`config.mk`:
```
export PLATFORM = sky130hd
export DESIGN_NAME = pwmd_dual
export DESIGN_NICKNAME = d
export VERILOG_FILES = /design/src/rtl/pwmd_pkg.sv /design/src/rtl/pwmd_updown_cnt.sv /design/src/rtl/pwmd_dither_chan.sv /design/src/rtl/pwmd_compare.sv /design/src/rtl/pwmd_dual.sv
export SDC_FILE = /design/constraint.sdc
export NUM_CORES = 1
export LEC_CHECK = 0
export BUFFER_PORTS_ARGS = -buffer_cell sky130_fd_sc_hd__buf_2
export CAP_MARGIN = 25
export CORE_MARGIN = 4
export CORE_UTILIZATION = 57
export CTS_BUF_LIST = sky130_fd_sc_hd__clkbuf_16
export CTS_CLUSTER_DIAMETER = 60
export DETAILED_ROUTE_END_ITERATION = 7
export PLACE_DENSITY = 0.81
export SETUP_SLACK_MARGIN = 0.1
export SYNTH_ARGS = -nofsm -noshare
export SYNTH_HDL_FRONTEND = slang
export SYNTH_SLANG_ARGS = --single-unit
export TNS_END_PERCENT = 20
```
`constraint.sdc`:
```
create_clock -name clk -period 3.3 [get_ports clk]
set_input_delay 0.33 -clock clk [delete_from_list [all_inputs] [get_ports clk]]
set_output_delay 0.33 -clock clk [all_outputs]
set_load 0.05 [all_outputs]
```
`src/rtl/pwmd_pkg.sv`:
```
package pwmd_pkg;
  typedef enum logic {CNT_UP = 1'b0, CNT_DOWN = 1'b1} cnt_dir_e;

  localparam int DEF_DUTY_W = 8;
  localparam int DEF_FRAC_W = 7;
endpackage

```
`src/rtl/pwmd_updown_cnt.sv`:
```
module pwmd_updown_cnt #(
  parameter int W = 8
) (
  input  logic         clk,
  input  logic         rst_n,
  input  logic         adv_i,
  output logic [W-1:0] cnt_o,
  output logic         wrap_o
);
  import pwmd_pkg::*;

  localparam logic [W-1:0] TOP = '1;
  localparam logic [W-1:0] ONE = {{(W-1){1'b0}}, 1'b1};

  cnt_dir_e     dir_q;
  logic [W-1:0] cnt_q;

  assign cnt_o  = cnt_q;
  assign wrap_o = adv_i && (cnt_q == '0);

  always_ff @(posedge clk) begin
    if (!rst_n) begin
      cnt_q <= '0;
      dir_q <= CNT_UP;
    end else if (adv_i) begin
      if (dir_q == CNT_UP) begin
        cnt_q <= cnt_q + ONE;
        if (cnt_q + ONE == TOP) dir_q <= CNT_DOWN;
      end else begin
        cnt_q <= cnt_q - ONE;
        if (cnt_q - ONE == '0) dir_q <= CNT_UP;
      end
    end
  end
endmodule

```
`src/rtl/pwmd_dither_chan.sv`:
```
module pwmd_dither_chan #(
  parameter int DUTY_W = 8,
  parameter int FRAC_W = 7
) (
  input  logic                       clk,
  input  logic                       rst_n,
  input  logic                       off_i,
  input  logic                       load_i,
  input  logic [DUTY_W+FRAC_W-1:0]   level_i,
  input  logic                       wrap_i,
  output logic [DUTY_W-1:0]          cmp_o
);
  localparam int LVL_W = DUTY_W + FRAC_W;

  logic [LVL_W-1:0]  level_q;
  logic [DUTY_W-1:0] cmp_q;
  logic [DUTY_W-1:0] nxt_q;
  logic [FRAC_W-1:0] acc_q;
  logic [FRAC_W:0]   sum;
  logic [DUTY_W-1:0] carry_ext;

  assign sum       = {1'b0, acc_q} + {1'b0, level_q[FRAC_W-1:0]};
  assign carry_ext = {{(DUTY_W-1){1'b0}}, sum[FRAC_W]};
  assign cmp_o     = cmp_q;

  always_ff @(posedge clk) begin
    if (!rst_n) begin
      level_q <= '0;
      cmp_q   <= '0;
      nxt_q   <= '0;
      acc_q   <= '0;
    end else if (off_i) begin
      level_q <= '0;
      cmp_q   <= '0;
      nxt_q   <= '0;
    end else if (load_i) begin
      level_q <= level_i;
      cmp_q   <= level_i[LVL_W-1:FRAC_W];
      nxt_q   <= level_i[LVL_W-1:FRAC_W];
    end else if (wrap_i) begin
      cmp_q   <= nxt_q;
      nxt_q   <= level_q[LVL_W-1:FRAC_W] + carry_ext;
      acc_q   <= sum[FRAC_W-1:0];
    end
  end
endmodule

```
`src/rtl/pwmd_compare.sv`:
```
module pwmd_compare #(
  parameter int W = 8
) (
  input  logic [W-1:0] cnt_i,
  input  logic [W-1:0] cmp_i,
  output logic         out_o
);
  localparam logic [W-1:0] TOP = '1;

  always_comb out_o = (cmp_i == TOP) || (cnt_i < cmp_i);
endmodule

```
`src/rtl/pwmd_dual.sv`:
```
module pwmd_dual #(
  parameter int DUTY_W = pwmd_pkg::DEF_DUTY_W,
  parameter int FRAC_W = pwmd_pkg::DEF_FRAC_W
) (
  input  logic                     clk,
  input  logic                     rst_n,
  input  logic                     tick_en,
  input  logic                     off_req,
  input  logic                     lvl_valid,
  output logic                     lvl_ready,
  input  logic [DUTY_W+FRAC_W-1:0] lvl_a,
  input  logic [DUTY_W+FRAC_W-1:0] lvl_b,
  output logic                     pwm_a,
  output logic                     pwm_b,
  output logic [DUTY_W-1:0]        cmp_a,
  output logic [DUTY_W-1:0]        cmp_b
);
  localparam int LVL_W = DUTY_W + FRAC_W;
  localparam int NCH   = 2;

  logic [DUTY_W-1:0] cnt_q;
  logic              wrap;
  logic              load;
  logic [LVL_W-1:0]  lvl_in  [NCH];
  logic [DUTY_W-1:0] cmp_arr [NCH];
  logic              pwm_arr [NCH];

  assign lvl_ready = 1'b1;
  assign load      = lvl_valid && lvl_ready;
  assign lvl_in[0] = lvl_a;
  assign lvl_in[1] = lvl_b;

  pwmd_updown_cnt #(.W(DUTY_W)) u_cnt (
    .clk    (clk),
    .rst_n  (rst_n),
    .adv_i  (tick_en),
    .cnt_o  (cnt_q),
    .wrap_o (wrap)
  );

  for (genvar g = 0; g < NCH; g++) begin : g_ch
    pwmd_dither_chan #(.DUTY_W(DUTY_W), .FRAC_W(FRAC_W)) u_chan (
      .clk     (clk),
      .rst_n   (rst_n),
      .off_i   (off_req),
      .load_i  (load),
      .level_i (lvl_in[g]),
      .wrap_i  (wrap),
      .cmp_o   (cmp_arr[g])
    );

    pwmd_compare #(.W(DUTY_W)) u_cmp (
      .cnt_i (cnt_q),
      .cmp_i (cmp_arr[g]),
      .out_o (pwm_arr[g])
    );
  end

  assign cmp_a = cmp_arr[0];
  assign cmp_b = cmp_arr[1];
  assign pwm_a = pwm_arr[0];
  assign pwm_b = pwm_arr[1];
endmodule

```
==> out/summary.md <==
At the worst endpoint, the required time is 3.56 ns. The clock sink count is 85. Each instance of the synthesized netlist takes up on average 8.322 sq um.

Slowest stage cell on the critical path: or4_1. The number of standard cells after synthesis is 585, and the final critical-path share of the clock period is 80.96%. For this configuration, the core starts out at a cell density of 58.95%. The post-route DRC violation count was 0; the number of endpoints with negative hold slack in the final report was 0. The area of the core came out at 8258 sq um. On the final layout, the worst hold slack is 0.2287 ns. The worst setup path is of the reg -> reg kind. The number of clock buffers added by TritonCTS is 9. The max-capacitance violation count came out at 0. For the count of hold-fix buffers inserted at cts, the log shows 0. Entering global routing, the biggest net connects 37 pins. Detailed placement finished with a half-perimeter wire length of 8.544 mm. The most used cell along the critical path was ha_1. The synthesized design contains 0 enable-type register cells. The run gives 731 as the post-layout instance count excluding filler cells.

The share of the Yosys chip area taken by registers is 34.95%. The net count of the finished layout is 695. The synthesized netlist occupies a cell area of 4868 sq um. In the post-route analysis, the smallest setup slack over all paths is 0.6282 ns. On the critical path the largest part of the delay comes from compound AO/OA/AOI/OAI gates.

The post-synthesis async set-or-reset flop share was 0%. Timing would allow up to 374.3 MHz. In this run the cell area measured after placement is 5154 sq um.

The overall fraction of global-route tracks in use came out at 24.14%. The post-route setup TNS is 0 ns. In this run, the number of DRC markers left after iteration 0 of detailed routing was 381. The delay of the slowest cell on the worst path was 0.48 ns. The via count normalized by instance count was 6.093; the remaining antenna violation count was 0. Once the clock tree was built, the resizer swapped 0 gates to a different size.

Of the cells placed in the final design, the portion with a size suffix greater than 1 is 13.42%. Routability-driven placement finished with a final weighted congestion of 0.8916. Summing the areas of all compound-gate instances in the mapped netlist gives 18.74% of the synthesized area. The total overflow left after global routing is 0. The run finished with clean final reports. Leakage power: 2.275 nW. The average wire per cell in the routed design is 16.26 um, and the share of cell area taken by muxes after synthesis is 5.166%. The number of distinct library cells after synthesis is 56, and the cell area after layout is 5445 sq um. The floorplan has 33 rows.

In this run the worst path has a maximum fanout of 4. The net count of the mapped netlist was 659; the detailed-router iteration count before antenna repair was 5. After synthesis, the largest family of logic cells by area is simple AND/OR/NAND/NOR gates.

For this design the top-level I/O count stands at 54. The xor/xnor share of the synthesized area is 3.238%. The logs give 0.6488 ns for the worst slack at placement and 715 for the total instance count after detailed placement. The leading cell type in the layout, fill and taps excluded is nand2_1.

Input and output buffers added on the ports amount to 52. The power density normalized to cell area is 442.7 nW/um^2. In this run the tightest slew margin relative to its limit is 43.55%.

The smallest clock period supported by the final layout is computed as 2.672 ns. The run gives 2.93 ns as the data arrival time at the worst-slack endpoint. The number of H-tree levels came out at 3.

The share of synthesized cell area in and, or, nand and nor gates works out to 22.18%. The worst setup path is launched from a flip-flop. Clock root buffer master: clkbuf_16. The floorplan step defined a die boundary enclosing 10080 sq um.

Clock-pin slew was measured on the worst setup and hold paths at 0.06 ns. The number of global-route vias before repair is 4188. During synthesis, Yosys emitted a total of 0 warnings. The number of antenna diodes in the final layout is 0. The number of setup buffers added after CTS is 0.

The predominant post-synthesis flop cell was dfxtp_1. The tools report the final number of max-transition violations as 0. The count of filler cells inserted in the layout came out at 675. The signal on the critical path passes through ha_1 > o21ai_0 > o21bai_1 > a21o_1 > a31o_2 > ha_1 > nand2_1 > or4_1 > a311o_1 > a21oi_1. The number of antenna violations at the first check in global routing was 0; the first-pass GRT wire length was 19.42 mm. The transition time of the tightest slew-check pin is 0.8448 ns. In the layout the commonest cells are nand2_1, dfxtp_1, buf_2, nor2_1, ha_1. The run gives 0.2748 mV as the maximum ir drop on the vdd rail. From synthesis to final layout, the design area changed by 11.85%.

Clock latency of the later-clocked register in the worst-skew pair: 0.34 ns. The adder and majority cell fraction of the synthesized area was 10.33%. The detailed-route wire length came out at 11.89 mm. Setup repair after global routing left no endpoint under its margin. The clock skew is 0.004973 ns. After synthesis the netlist holds a flip-flop and latch count of 85.

Counting along the longest clock path gives a buffer depth of 2. Summing over every cut layer, the via total after detailed routing is 4454. The height of the die works out to 100.4 um. The x dimension of the die came out at 100.4 um. For the share of the core filled with cells in the final layout, the log shows 65.94%. Number of setup violations in the final report: 0. The type of the most critical hold path was in -> reg. Power comes to 2.411 mW.

The buffers plus inverters on the worst setup path was 0. TritonCTS built the clock tree. The category of the worst setup path capture point was a flip-flop.
## state kept, by name, summed over array words and instances (netlist names)
signal / flops
u_cnt.cnt_o: 8
g_ch.u_chan.acc_q: 14
g_ch.u_chan.cmp_o: 16
u_cnt.dir_q: 1
g_ch.u_chan.level_q: 30
g_ch.u_chan.nxt_q: 16
## cell usage after synthesis, types with 8 or more instances
cell,instances,area (sq um)
nand4_1,9,56.30
xnor2_1,14,122.6
mux2i_1,24,240.2
a311oi_1,12,105.1
nor3_1,9,45.04
a21o_1,10,75.07
o22ai_1,8,50.05
nand2_1,101,379.1
inv_1,26,97.59
o21ai_0,14,70.07
a21boi_0,12,90.09
nor2_1,47,176.4
dfxtp_1,85,1702
o21a_1,8,60.06
ha_1,37,462.9
a31oi_1,9,56.30
a21oi_1,26,130.1
nand3_1,13,65.06
clkbuf_1,22,82.58
## power by group
| group | total [mW] | internal [mW] | switching [mW] |
|---|---|---|---|
| registers | 1.10 | 1.06 | 0.0367 |
| logic | 0.323 | 0.112 | 0.211 |
| clock network | 0.992 | 0.582 | 0.410 |
| total | 2.41 | 1.75 | 0.657 |
## layout make-up
| type | count | area (sq um) | area share, % |
|---|---|---|---|
| Clock inverter | 7 | 66.31 | 1.218 |
| Timing Repair Buffer | 59 | 312.8 | 5.744 |
| Tap cell | 105 | 131.4 | 2.413 |
| Multi-Input combinational cell | 440 | 2910 | 53.45 |
| Inverter | 26 | 97.59 | 1.792 |
| Clock buffer | 9 | 225.2 | 4.136 |
| Sequential cell | 85 | 1702 | 31.25 |
## cell families after synthesis
logic type,count (synthesis)
AOI/OAI and AO/OA,133
xor gates and xnor gates,18
adders and majority gates,39
buffers and inverters,60
DFF,85
muxes,25
other,1
and+or+nand+nor,224
## metal layers
metal / GRT usage (%) / vias up / wire (um)
met3: 3.892 / 32 / 809
met5: 0 / - / 0
met2: 39.19 / 177 / 5602
li1: - / 2147 / -
met4: 10.88 / 0 / 339
met1: 31.55 / 2098 / 5136
## tightest hold or removal path, cell delays in order
cell,delay [ns]
buf_2,0.08
mux2i_1,0.05
nor2_1,0.07
## final timing paths
path / from / to / slack, ns / depth (start not counted)
worst max register to register: g_ch[1].u_chan.acc_q[2] / g_ch[1].u_chan.nxt_q[7] / 0.63 / 10
worst min-delay path: lvl_b[4] / g_ch[1].u_chan.level_q[4] / 0.23 / 3
worst max-delay path: g_ch[1].u_chan.acc_q[2] / g_ch[1].u_chan.nxt_q[7] / 0.63 / 10
worst min register to register: g_ch[1].u_chan.acc_q[0] / g_ch[1].u_chan.acc_q[0] / 0.47 / 2
Note: power is estimated with default switching activity, not from simulation.
